**src/rtl/pwr_sleep_pkg.sv**
```systemverilog
package pwr_sleep_pkg;

    localparam logic [2:0] MODE_IDLE  = 3'b000;
    localparam logic [2:0] MODE_ADCNR = 3'b001;
    localparam logic [2:0] MODE_PDOWN = 3'b010;
    localparam logic [2:0] MODE_PSAVE = 3'b011;
    localparam logic [2:0] MODE_STBY  = 3'b110;

    localparam int HALT_CYCLES = 4;

    typedef enum logic [2:0] {
        ST_RUN,
        ST_SLEEP,
        ST_STARTUP,
        ST_HALT4,
        ST_WAKE_IRQ
    } pwr_state_e;

    typedef struct packed {
        logic cpu;
        logic io;
        logic adc;
        logic asy;
        logic osc;
    } dom_en_t;

    localparam dom_en_t DOM_ALL_ON = 5'b11111;

endpackage

```
**src/rtl/pwr_ctl_reg.sv**
```systemverilog
module pwr_ctl_reg #(
    parameter int REG_W  = 8,
    parameter int LIVE_W = 4
) (
    input  logic              clk,
    input  logic              rst_n,
    input  logic              clr,
    input  logic              we,
    input  logic [REG_W-1:0]  wdata,
    output logic [REG_W-1:0]  rdata,
    output logic              se,
    output logic [LIVE_W-2:0] code
);

    logic [LIVE_W-1:0] q;

    always_ff @(posedge clk or negedge rst_n) begin
        if (!rst_n) begin
            q <= '0;
        end else if (clr) begin
            q <= '0;
        end else if (we) begin
            q <= wdata[LIVE_W-1:0];
        end
    end

    // Unused upper bits are tied low on read.
    assign rdata = {{(REG_W-LIVE_W){1'b0}}, q};
    assign se    = q[0];
    assign code  = q[LIVE_W-1:1];

endmodule

```
**src/rtl/pwr_mode_decode.sv**
```systemverilog
module pwr_mode_decode
    import pwr_sleep_pkg::*;
#(
    parameter int SU_PDOWN = 16,
    parameter int SU_PSAVE = 16,
    parameter int SU_STBY  = 6,
    parameter int CW       = 5
) (
    input  logic [2:0]    code,
    output dom_en_t       dom,
    output logic [CW-1:0] su
);

    always_comb begin
        unique case (code)
            MODE_ADCNR: begin
                dom = 5'b00111;
                su  = '0;
            end
            MODE_PDOWN: begin
                dom = 5'b00000;
                su  = CW'(SU_PDOWN);
            end
            MODE_PSAVE: begin
                dom = 5'b00010;
                su  = CW'(SU_PSAVE);
            end
            MODE_STBY: begin
                dom = 5'b00001;
                su  = CW'(SU_STBY);
            end
            default: begin
                // Idle and every reserved code: only the CPU clock stops.
                dom = 5'b01111;
                su  = '0;
            end
        endcase
    end

endmodule

```
**src/rtl/pwr_wake_fsm.sv**
```systemverilog
module pwr_wake_fsm
    import pwr_sleep_pkg::*;
#(
    parameter int CW = 5
) (
    input  logic          clk,
    input  logic          rst_n,
    input  logic          rst_wake,
    input  logic          sleep_req,
    input  logic          se,
    input  logic [2:0]    code_in,
    input  logic          irq_pend,
    input  logic [CW-1:0] su,
    input  dom_en_t       sleep_dom,
    output logic [2:0]    act_code,
    output dom_en_t       dom_out,
    output logic          core_halt,
    output logic          irq_go,
    output logic          boot_vec
);

    localparam logic [CW-1:0] HALT_LOAD = CW'(HALT_CYCLES - 1);

    pwr_state_e    state_q, state_d;
    logic [CW-1:0] cnt_q, cnt_d;
    logic [2:0]    code_q, code_d;
    logic          boot_q;

    // State register
    always_ff @(posedge clk or negedge rst_n) begin
        if (!rst_n) begin
            state_q <= ST_RUN;
            cnt_q   <= '0;
            code_q  <= MODE_IDLE;
            boot_q  <= 1'b0;
        end else begin
            state_q <= state_d;
            cnt_q   <= cnt_d;
            code_q  <= code_d;
            boot_q  <= rst_wake;
        end
    end

    // Next-state logic
    always_comb begin
        state_d = state_q;
        cnt_d   = cnt_q;
        code_d  = code_q;
        if (rst_wake) begin
            state_d = ST_RUN;
            cnt_d   = '0;
            code_d  = MODE_IDLE;
        end else begin
            unique case (state_q)
                ST_RUN: begin
                    if (sleep_req && se) begin
                        state_d = ST_SLEEP;
                        code_d  = code_in;
                    end
                end
                ST_SLEEP: begin
                    if (irq_pend) begin
                        if (su == '0) begin
                            state_d = ST_HALT4;
                            cnt_d   = HALT_LOAD;
                        end else begin
                            state_d = ST_STARTUP;
                            cnt_d   = su - 1'b1;
                        end
                    end
                end
                ST_STARTUP: begin
                    if (cnt_q == '0) begin
                        state_d = ST_HALT4;
                        cnt_d   = HALT_LOAD;
                    end else begin
                        cnt_d = cnt_q - 1'b1;
                    end
                end
                ST_HALT4: begin
                    if (cnt_q == '0) begin
                        state_d = ST_WAKE_IRQ;
                    end else begin
                        cnt_d = cnt_q - 1'b1;
                    end
                end
                ST_WAKE_IRQ: begin
                    state_d = ST_RUN;
                end
                default: begin
                    state_d = ST_RUN;
                end
            endcase
        end
    end

    // Output logic
    always_comb begin
        dom_out   = DOM_ALL_ON;
        core_halt = 1'b0;
        irq_go    = 1'b0;
        unique case (state_q)
            ST_RUN: begin
                dom_out = DOM_ALL_ON;
            end
            ST_SLEEP: begin
                dom_out   = sleep_dom;
                core_halt = 1'b1;
            end
            ST_STARTUP: begin
                dom_out     = sleep_dom;
                dom_out.osc = 1'b1;
                core_halt   = 1'b1;
            end
            ST_HALT4: begin
                core_halt = 1'b1;
            end
            ST_WAKE_IRQ: begin
                irq_go = 1'b1;
            end
            default: begin
                dom_out = DOM_ALL_ON;
            end
        endcase
    end

    assign act_code = code_q;
    assign boot_vec = boot_q;

endmodule

```
**src/rtl/pwr_sleep_ctrl.sv**
```systemverilog
module pwr_sleep_ctrl
    import pwr_sleep_pkg::*;
#(
    parameter int REG_W    = 8,
    parameter int SU_PDOWN = 16,
    parameter int SU_PSAVE = 16,
    parameter int SU_STBY  = 6
) (
    input  logic             clk,
    input  logic             rst_n,
    input  logic             rst_wake,
    input  logic             reg_we,
    input  logic [REG_W-1:0] reg_wdata,
    output logic [REG_W-1:0] reg_rdata,
    input  logic             sleep_req,
    input  logic             irq_pend,
    output logic             clk_cpu_en,
    output logic             clk_io_en,
    output logic             clk_adc_en,
    output logic             clk_async_en,
    output logic             osc_en,
    output logic             core_halt,
    output logic             irq_go,
    output logic             boot_vec
);

    localparam int LIVE_W = 4;
    localparam int SU_A   = (SU_PDOWN > SU_PSAVE) ? SU_PDOWN : SU_PSAVE;
    localparam int SU_MAX = (SU_A > SU_STBY) ? SU_A : SU_STBY;
    localparam int CW     = $clog2(SU_MAX + HALT_CYCLES + 1);

    logic          se;
    logic [2:0]    reg_code;
    logic [2:0]    act_code;
    logic [CW-1:0] su;
    dom_en_t       sleep_dom;
    dom_en_t       dom_out;

    pwr_ctl_reg #(
        .REG_W (REG_W),
        .LIVE_W(LIVE_W)
    ) u_reg (
        .clk  (clk),
        .rst_n(rst_n),
        .clr  (rst_wake),
        .we   (reg_we),
        .wdata(reg_wdata),
        .rdata(reg_rdata),
        .se   (se),
        .code (reg_code)
    );

    pwr_mode_decode #(
        .SU_PDOWN(SU_PDOWN),
        .SU_PSAVE(SU_PSAVE),
        .SU_STBY (SU_STBY),
        .CW      (CW)
    ) u_dec (
        .code(act_code),
        .dom (sleep_dom),
        .su  (su)
    );

    pwr_wake_fsm #(
        .CW(CW)
    ) u_fsm (
        .clk      (clk),
        .rst_n    (rst_n),
        .rst_wake (rst_wake),
        .sleep_req(sleep_req),
        .se       (se),
        .code_in  (reg_code),
        .irq_pend (irq_pend),
        .su       (su),
        .sleep_dom(sleep_dom),
        .act_code (act_code),
        .dom_out  (dom_out),
        .core_halt(core_halt),
        .irq_go   (irq_go),
        .boot_vec (boot_vec)
    );

    assign clk_cpu_en   = dom_out.cpu;
    assign clk_io_en    = dom_out.io;
    assign clk_adc_en   = dom_out.adc;
    assign clk_async_en = dom_out.asy;
    assign osc_en       = dom_out.osc;

endmodule


```
**config.mk**
```make
export PLATFORM = sky130hd
export DESIGN_NAME = pwr_sleep_ctrl
export DESIGN_NICKNAME = d
export VERILOG_FILES = /design/src/rtl/pwr_sleep_pkg.sv /design/src/rtl/pwr_ctl_reg.sv /design/src/rtl/pwr_mode_decode.sv /design/src/rtl/pwr_wake_fsm.sv /design/src/rtl/pwr_sleep_ctrl.sv
export SDC_FILE = /design/constraint.sdc
export NUM_CORES = 1
export LEC_CHECK = 0
export ABC_AREA = 1
export ABC_CLOCK_PERIOD_IN_PS = 3030
export BUFFER_PORTS_ARGS = -buffer_cell sky130_fd_sc_hd__buf_2
export CORE_MARGIN = 1
export CORE_UTILIZATION = 46
export CTS_CLUSTER_DIAMETER = 200
export DETAILED_ROUTE_END_ITERATION = 12
export PLACE_DENSITY_LB_ADDON = 0.05
export SYNTH_ARGS = -nofsm -noshare
export SYNTH_HDL_FRONTEND = slang
export SYNTH_SLANG_ARGS = --single-unit
```
**constraint.sdc**
```tcl
create_clock -name clk -period 3.03 [get_ports clk]
set_clock_uncertainty 0.05 [all_clocks]
set_input_delay 0.303 -clock clk [delete_from_list [all_inputs] [get_ports clk]]
set_output_delay 0.303 -clock clk [all_outputs]
set_load 0.02 [all_outputs]
```
**Word-level counts from Yosys, hierarchy flattened**

Index checks and enable logic that the tools add are counted.

- Logic and storage cells: 56
- RAM bits: 0
- Output and inout bits: 16
- Input bits: 14
- Bits in latches: 0
- Memories: 0
- Register bits: 16
- ROM bits: 0

- Equal/unequal tests: 13
- Divide/modulo/power cells: 0
- Muxes and demuxes: 23
- Multipliers: 0
- Shift-type cells: 0
- Bitwise gates (word level): 0
- $lt $le $gt $ge: 0
- Reductions and logical operators: 13
- $add $sub $neg: 2

Operators with widths:

| kind | count |
|---|---|
| 5-bit 2-to-1 mux | 5 |
| 3-bit 2-to-1 mux | 8 |
| 5-bit one-hot mux with 2 select lines | 2 |
| 4-bit one-hot mux with 4 select lines | 1 |
| 5-bit one-hot mux with 3 select lines | 1 |
| 3-bit by 2-bit equality test with 1-bit output, second input constant | 4 |
| 3-bit one-hot mux with 4 select lines | 1 |
| 5-bit zero test | 2 |
| 5-bit by 1-bit subtractor with 5-bit output, second input constant | 2 |
| 3-bit by 2-bit != test with 1-bit output, second input constant | 3 |
| 4-bit 2-to-1 mux | 2 |
| 3-bit by 1-bit equality test with 1-bit output, second input constant | 2 |
| 3-bit equality test, second input constant | 2 |
| 3-bit != test, second input constant | 2 |
| 2-bit nonzero test | 3 |
| 4-bit AND reduction | 1 |
| 4-bit nonzero test | 1 |
| 3-bit zero test | 1 |
| 1-bit 2-to-1 mux | 3 |
| 3-bit AND reduction | 1 |
| 3-bit OR reduction | 1 |
| 2-bit AND reduction | 1 |
| 2-bit OR reduction | 1 |
| 1-bit logical AND | 1 |

**Logic depth before layout (Yosys ltp)**

Gate-level depths: netlist of run 1.

- Word-level depth: 8
- Mapped depth: 9
- Depth with buffers taken out: 9

**Modules after synthesis**

From an unflattened synthesis of run 1, not the netlist that was laid out.

- Cell total of the unflattened synthesis: 171
- Area, all modules: 1,162.4 µm²

Modules (own cells, without submodules):

| module | instances | area each (µm²) | cells each | sequential area each (µm²) |
|---|---|---|---|---|
| pwr_wake_fsm | 1 | 859.6 | 129 | 300.3 |
| pwr_ctl_reg | 1 | 224.0 | 27 | 100.1 |
| pwr_mode_decode | 1 | 78.8 | 15 | 0.0 |

**Worst setup path before layout of run 1**

No wires, ideal clock.

- Path kind: reg-to-output
- From: register u_fsm.state_q[2]
- To: output clk_io_en
- Data required time: 2.677 ns
- Arrival: 1.163 ns
- Buffers on the path: 0
- Slack: 1.514 ns
- Cell stages (with the launch flop): 7
- Path through: dfrtp_1 > inv_2 > nand2_2 > nor2_1 > inv_1 > nand2_1 > o21ai_0

- Word-level cells in the longest chain between the ends: 2

Ends and longest elaborated chain:

| element | RTL line | RTL |
|---|---|---|
| from (decl) | pwr_wake_fsm.sv:24 | `pwr_state_e state_q, state_d;` |
| from (signal assigned) | pwr_wake_fsm.sv:37 | `state_q <= state_d;` |
| 3-bit by 2-bit equality test with 1-bit output / 3-bit by 1-bit equality test with 1-bit output (equally long branches) | pwr_wake_fsm.sv:102 | `unique case (state_q)` |
| 5-bit one-hot mux with 2 select lines * | pwr_wake_fsm.sv:102 |  |
| to (decl) | pwr_sleep_ctrl.sv:18 | `output logic clk_io_en,` |

Mark *: on every way between the ends. The rest lies on a longest branch, timed or not.

**Final worst setup path of run 1**

Same ends and word-level chain as after synthesis.

==> impl_metrics.env, run 1 <==
export IMPL_status="finished, final reports clean"
export IMPL_synth_yosys_seq_area_share=0.396
export IMPL_synthCells=141
export IMPL_num_rows=16
export IMPL_htree_levels=1
export IMPL_n_antenna_cell=0
export IMPL_synth_top_family_by_area="simple AND/OR/NAND/NOR gates"
export IMPL_syn_avg_cell_area_um2=7.17
export IMPL_path_class="reg -> out"
export IMPL_fp_dieW_um=48.9
export IMPL_dr_pass1_iters=4
export IMPL_synthSimpleGateAreaFrac=0.369
export IMPL_syn_to_final_growth_pct=14.5
export IMPL_period_minus_slack_ns=1.98
export IMPL_core_area_mm2=0.00202
export IMPL_grt_setup_unrepaired="false"
export IMPL_final_common_cell="nand2_1"
export IMPL_dp_hpwl_mm=1.60
export IMPL_routedWlPerCell_um=11.2
export IMPL_ant_nets=0
export IMPL_die_h_um=48.9
export IMPL_postRouteWirelength_mm=2.14
export IMPL_cp_buffers_inverters=3
export IMPL_root_buffer="clkbuf_4"
export IMPL_synth_xor_area_share=0
export IMPL_grt_first_pass_wirelength_mm=3.82
export IMPL_worstSetupEndpointType="output port"
export IMPL_critPathMaxStageDelay_ns=0.48
export IMPL_gp_congestion=0.819
export IMPL_ctsHoldBuffers=1
export IMPL_vdd_drop_max_mv=0.353
export IMPL_fin_nets=179
export IMPL_vias=918
export IMPL_final_cells=190
export IMPL_grt_ovfl_total=0
export IMPL_dieArea_mm2=0.00239
export IMPL_fin_crit_sh=0.652
export IMPL_powerDensity_mw_per_mm2=691
export IMPL_setup_viol=0
export IMPL_synth_compound_area_share=0.0916
export IMPL_total_leakage_power_nw=0.597
export IMPL_path_cells="inv_2 -> nand2_2 -> nor2_1 -> inv_1 -> nand2_1 -> o21ai_0 -> buf_2"
export IMPL_worstReg2RegEnd="u_fsm.cnt_q[0]"
export IMPL_yosysTopAreaCell="dfrtp_1"
export IMPL_synth_warning_count=0
export IMPL_clock_sinks=16
export IMPL_cts_buffers=3
export IMPL_worst_r2r_setup_slack_ns=1.59
export IMPL_clkTransAtPathRegs_ns=0.11
export IMPL_cts_resized=0
export IMPL_path_max_fanout=6
export IMPL_drt_iter0_markers=15
export IMPL_whs_ns=0.175
export IMPL_antenna_found_initial=0
export IMPL_ys_ff_latch=16
export IMPL_grt_usage=0.211
export IMPL_cap_violations=0
export IMPL_cts_path_max_buffers=2
export IMPL_clkLatencyLatePin_ns=0.30
export IMPL_cts_tree="done"
export IMPL_cp_required_ns=2.68
export IMPL_fmax_ghz=0.506
export IMPL_io_pins=30
export IMPL_drt_vias_per_instance=4.83
export IMPL_worstRegToRegCells=7
export IMPL_grt_max_degree=17
export IMPL_drive_gt1_frac=0.258
export IMPL_startpoint="u_fsm.state_q[2]"
export IMPL_synth_top_area_share=0.396
export IMPL_post_cts_buffers=0
export IMPL_synth_adder_area_share=0.0124
export IMPL_crit_path_end="clk_io_en"
export IMPL_grt_pass1_vias=875
export IMPL_hold_path_class="in -> reg"
export IMPL_io_buffers=21
export IMPL_post_place_cells=185
export IMPL_drc=0
export IMPL_tns_ns=0
export IMPL_r2r_start="u_fsm.cnt_q[0]"
export IMPL_initial_core_util=0.500
export IMPL_final_util=0.572
export IMPL_crit_family="flip-flops"
export IMPL_yosys_top_cells_area="dfrtp_1 (40%), nand2_1 (11%), nand3_1 (8.4%), inv_1 (6.3%), nor2_1 (6.3%)"
export IMPL_hp_start="reg_wdata[2]"
export IMPL_syn_area_mm2=0.00101
export IMPL_path_depth=7
export IMPL_finalHoldViolCount=0
export IMPL_yosysUniqueCellTypes=24
export IMPL_synthMuxAreaShare=0
export IMPL_startpoint_type="register"
export IMPL_final_cell_mix="nand2_1 (29), buf_2 (21), inv_1 (17), nor2_1 (17), nand3_1 (17)"
export IMPL_critPathArrivalTime_ns=1.62
export IMPL_slew_viol_final=0
export IMPL_total_power_mw=0.799
export IMPL_crit_path_top_delay_cell="dfrtp_1"
[worst min path at each step]
stage                                    to  slack [ns]  cells past startpoint
final                            u_reg.q[2]        0.18                      3
after global routing         u_fsm.boot_vec        0.18                      1
after CTS                        u_reg.q[2]        0.17                      3
after detailed placement     u_fsm.boot_vec        0.20                      1
after global placement       u_fsm.cnt_q[4]        0.19                      1
after floorplan           u_fsm.act_code[0]       -0.04                      0
[registers in the layout (all words and copies together) (netlist names)]
name	count
u_fsm.cnt_q	5
u_fsm.act_code	3
u_fsm.boot_vec	1
u_fsm.state_q	3
u_reg.q	4
[cell usage after synthesis (all sizes together)]
| master | instances |
|---|---|
| a21oi | 3 |
| a31oi | 1 |
| buf | 7 |
| conb | 1 |
| dfrtp | 16 |
| ha | 1 |
| inv | 21 |
| nand2 | 34 |
| nand3 | 18 |
| nand3b | 2 |
| nand4 | 1 |
| nor2 | 21 |
| nor3 | 1 |
| o21ai | 12 |
| o31ai | 1 |
| or2 | 1 |
[cell families (layout without fill, tap and decap cells)]
family	count (synthesis)	count (layout)
simple gates	78	78
other cells	1	4
fa+ha+maj	1	1
buf+inv	28	47
flops	16	16
compound gates	17	17
[through the flow]
step	cell area [um^2]	setup WS [ns]
4_1_cts	1160	1.04
3_3_place_gp	1110	1.40
6_report	1160	1.05
3_5_place_dp	1110	1.40
5_1_grt	1160	0.919
2_1_floorplan	1020	1.51
[per-layer routing]
layer	GRT usage	up-vias	share of wire
met2	0.363	17	0.49
met5	0	-	0
li1	-	483	-
met3	0.0343	5	0.025
met1	0.257	413	0.47
met4	0.0980	0	0.018
[area by class of cell]
type / instances / area, um^2
Timing Repair Buffer: 22 / 115
Clock buffer: 4 / 36.3
Tap cell: 27 / 33.8
Inverter: 21 / 78.8
Fill cell: 207 / 865
Multi-Input combinational cell: 100 / 493
Sequential cell: 16 / 400
[worst reg2reg max path, cell delays in order, from the launching register on]
cell	delay, ns
dfrtp_1	0.39
inv_1	0.11
ha_1	0.23
nand3b_1	0.14
nor2_1	0.23
nor2_4	0.08
nand3_1	0.07
nand2_1	0.05
[report_power, final]
part           total [mW]  switching (mW)  internal (mW)
combinational       0.355           0.234          0.121
clock               0.149          0.0758         0.0733
sequential          0.295          0.0443          0.251
(Power assumes the default switching activity.)
==> run 2: changes to the inputs <==
--- a/config.mk
+++ b/config.mk
@@ -6,7 +6,7 @@
 export NUM_CORES = 1
 export LEC_CHECK = 0
 export ABC_AREA = 1
-export ABC_CLOCK_PERIOD_IN_PS = 3030
+export ABC_CLOCK_PERIOD_IN_PS = 2000
 export BUFFER_PORTS_ARGS = -buffer_cell sky130_fd_sc_hd__buf_2
 export CORE_MARGIN = 1
 export CORE_UTILIZATION = 46
==> constraint.sdc (replaced) <==
create_clock -name clk -period 2 [get_ports clk]
set_clock_uncertainty 0.05 [all_clocks]
set_input_delay 0.2 -clock clk [delete_from_list [all_inputs] [get_ports clk]]
set_output_delay 0.2 -clock clk [all_outputs]
set_load 0.02 [all_outputs]
==> run 2 against run 1 <==
  * Design area increased by 0.11%
  * Clock power increased by 49%
  * Worst setup slack got worse by 0.89 ns
  * Die area unchanged
  * Register-to-register slack got worse by 1.1 ns
  * Total power increased by 51%
  * Combinational power increased by 50%
  * Cell count unchanged
  * Utilization increased by 0.062 points
  * Sequential share of layout area increased by 0.071 points
  * Critical path type unchanged
  * Largest cell class unchanged
==> impl_metrics.env, run 2 (synthesized netlist as in run 1, its figures left out) <==
export IMPL_status="finished, final reports clean"
export IMPL_powerDensity_mw_per_mm2=1040
export IMPL_fmax_ghz=0.546
export IMPL_grt_first_pass_wirelength_mm=3.55
export IMPL_grt_ovfl_total=0
export IMPL_total_leakage_power_nw=0.595
export IMPL_grt_pass1_vias=869
export IMPL_post_cts_buffers=0
export IMPL_critPathArrivalTime_ns=1.58
export IMPL_fp_dieW_um=48.9
export IMPL_cp_buffers_inverters=3
export IMPL_clkLatencyLatePin_ns=0.29
export IMPL_routedWlPerCell_um=11.0
export IMPL_slew_viol_final=0
export IMPL_path_cells="inv_2 -> nand2_2 -> nor2_1 -> inv_1 -> nand2_1 -> o21ai_0 -> buf_2"
export IMPL_worstRegToRegCells=7
export IMPL_io_buffers=21
export IMPL_drc=0
export IMPL_cts_path_max_buffers=2
export IMPL_gp_congestion=0.836
export IMPL_antenna_found_initial=0
export IMPL_initial_core_util=0.500
export IMPL_crit_path_end="clk_io_en"
export IMPL_crit_family="flip-flops"
export IMPL_postRouteWirelength_mm=2.09
export IMPL_total_power_mw=1.20
export IMPL_cap_violations=0
export IMPL_num_rows=16
export IMPL_grt_max_degree=17
export IMPL_syn_to_final_growth_pct=14.6
export IMPL_path_max_fanout=6
export IMPL_final_common_cell="nand2_1"
export IMPL_dp_hpwl_mm=1.59
export IMPL_largest_register_ffs=5
export IMPL_dieArea_mm2=0.00239
export IMPL_fillers=211
export IMPL_cp_required_ns=1.75
export IMPL_path_depth=7
export IMPL_vdd_drop_max_mv=0.495
export IMPL_tns_ns=0
export IMPL_drt_vias_per_instance=4.90
export IMPL_drive_gt1_frac=0.264
export IMPL_path_class="reg -> out"
export IMPL_startpoint_type="register"
export IMPL_drt_iter0_markers=16
export IMPL_die_h_um=48.9
export IMPL_finalHoldViolCount=0
export IMPL_startpoint="u_fsm.state_q[2]"
export IMPL_cts_buffers=3
export IMPL_crit_path_top_delay_cell="dfrtp_2"
export IMPL_final_cells=190
export IMPL_worstReg2RegEnd="u_fsm.cnt_q[0]"
export IMPL_final_cell_mix="nand2_1 (29), buf_2 (21), inv_1 (17), nor2_1 (17), nand3_1 (17)"
export IMPL_hold_path_class="in -> reg"
export IMPL_worst_r2r_setup_slack_ns=0.48
export IMPL_core_area_mm2=0.00202
export IMPL_fin_nets=179
export IMPL_setup_viol=0
export IMPL_htree_levels=1
export IMPL_io_pins=30
export IMPL_clkTransAtPathRegs_ns=0.11
export IMPL_grt_setup_unrepaired="false"
export IMPL_r2r_start="u_fsm.cnt_q[0]"
export IMPL_n_antenna_cell=0
export IMPL_critPathMaxStageDelay_ns=0.47
export IMPL_root_buffer="clkbuf_4"
export IMPL_dr_pass1_iters=4
export IMPL_worstSetupEndpointType="output port"
export IMPL_cts_tree="done"
export IMPL_vias=931
export IMPL_reg_top3="u_fsm.cnt_q x5, u_reg.q x4"
export IMPL_largest_register="u_fsm.cnt_q"
export IMPL_ant_nets=0
export IMPL_clock_sinks=16
export IMPL_grt_usage=0.194
export IMPL_post_place_cells=185
export IMPL_fin_crit_sh=0.916
export IMPL_period_minus_slack_ns=1.83
[run 2: cell counts in the layout (fill, tap and decap cells not counted)]
No cell type changed its count.
[run 2: per-layer routing]
layer	wire, um	vias to the layer above	global-route usage
li1	-	486	-
met1	958	417	0.245
met2	1000	24	0.331
met3	85	4	0.0312
met4	38	0	0.0735
met5	0	-	0
[run 2: area by class of cell]
| type | count | area (um^2) | share of cell area |
|---|---|---|---|
| Sequential cell | 16 | 402 | 0.347 |
| Tap cell | 27 | 33.8 | 0.0292 |
| Clock buffer | 4 | 36.3 | 0.0313 |
| Inverter | 21 | 78.8 | 0.0680 |
| Multi-Input combinational cell | 100 | 493 | 0.425 |
| Timing Repair Buffer | 22 | 115 | 0.0994 |
[run 2: worst min-delay path by stage]
stage | start | end | slack, ns | depth (start not counted)
3_5_place_dp | rst_n | u_fsm.cnt_q[4] | 0.1 | 1
6_report | rst_wake | u_fsm.boot_vec | 0.08 | 1
5_1_grt | rst_wake | u_fsm.boot_vec | 0.08 | 1
4_1_cts | rst_wake | u_fsm.boot_vec | 0.07 | 1
3_3_place_gp | rst_n | u_fsm.boot_vec | 0.09 | 1
2_1_floorplan | rst_n | u_fsm.act_code[0] | -0.15 | 0
[run 2: metrics by stage]
| step | worst slack, ns | area, um^2 | hold WS [ns] | utilization |
|---|---|---|---|---|
| 3_3_place_gp | 0.489 | 1110 | 0.0913 | 0.550 |
| 5_1_grt | 0.0178 | 1160 | 0.0823 | 0.573 |
| 2_1_floorplan | 0.587 | 1020 | -0.146 | - |
| 4_1_cts | 0.130 | 1160 | 0.0737 | 0.572 |
| 6_report | 0.168 | 1160 | 0.0837 | 0.573 |
| 3_5_place_dp | 0.478 | 1110 | 0.0956 | 0.550 |
[run 2: worst register-to-register path: stages (launching register included)]
cell and delay [ns]:
dfrtp_1 0.39, inv_1 0.11, ha_1 0.24, nand3b_1 0.14, nor2_1 0.28, nor2_4 0.09
nand3_1 0.07, nand2_1 0.05
[run 2: where the power goes]
part           total [mW]  internal, mW  switching [mW]  leakage [nW]
sequential          0.449         0.381          0.0680         0.209
clock               0.222         0.111           0.112        0.0210
combinational       0.533         0.183           0.350         0.365
[run 2: repair_timing]
item / CTS / global route
hold buffers: 1 / 0
gates resized for setup: 0 / 1
endpoints found under the hold margin: 16 / 0
endpoints found under the setup margin: 0 / 1
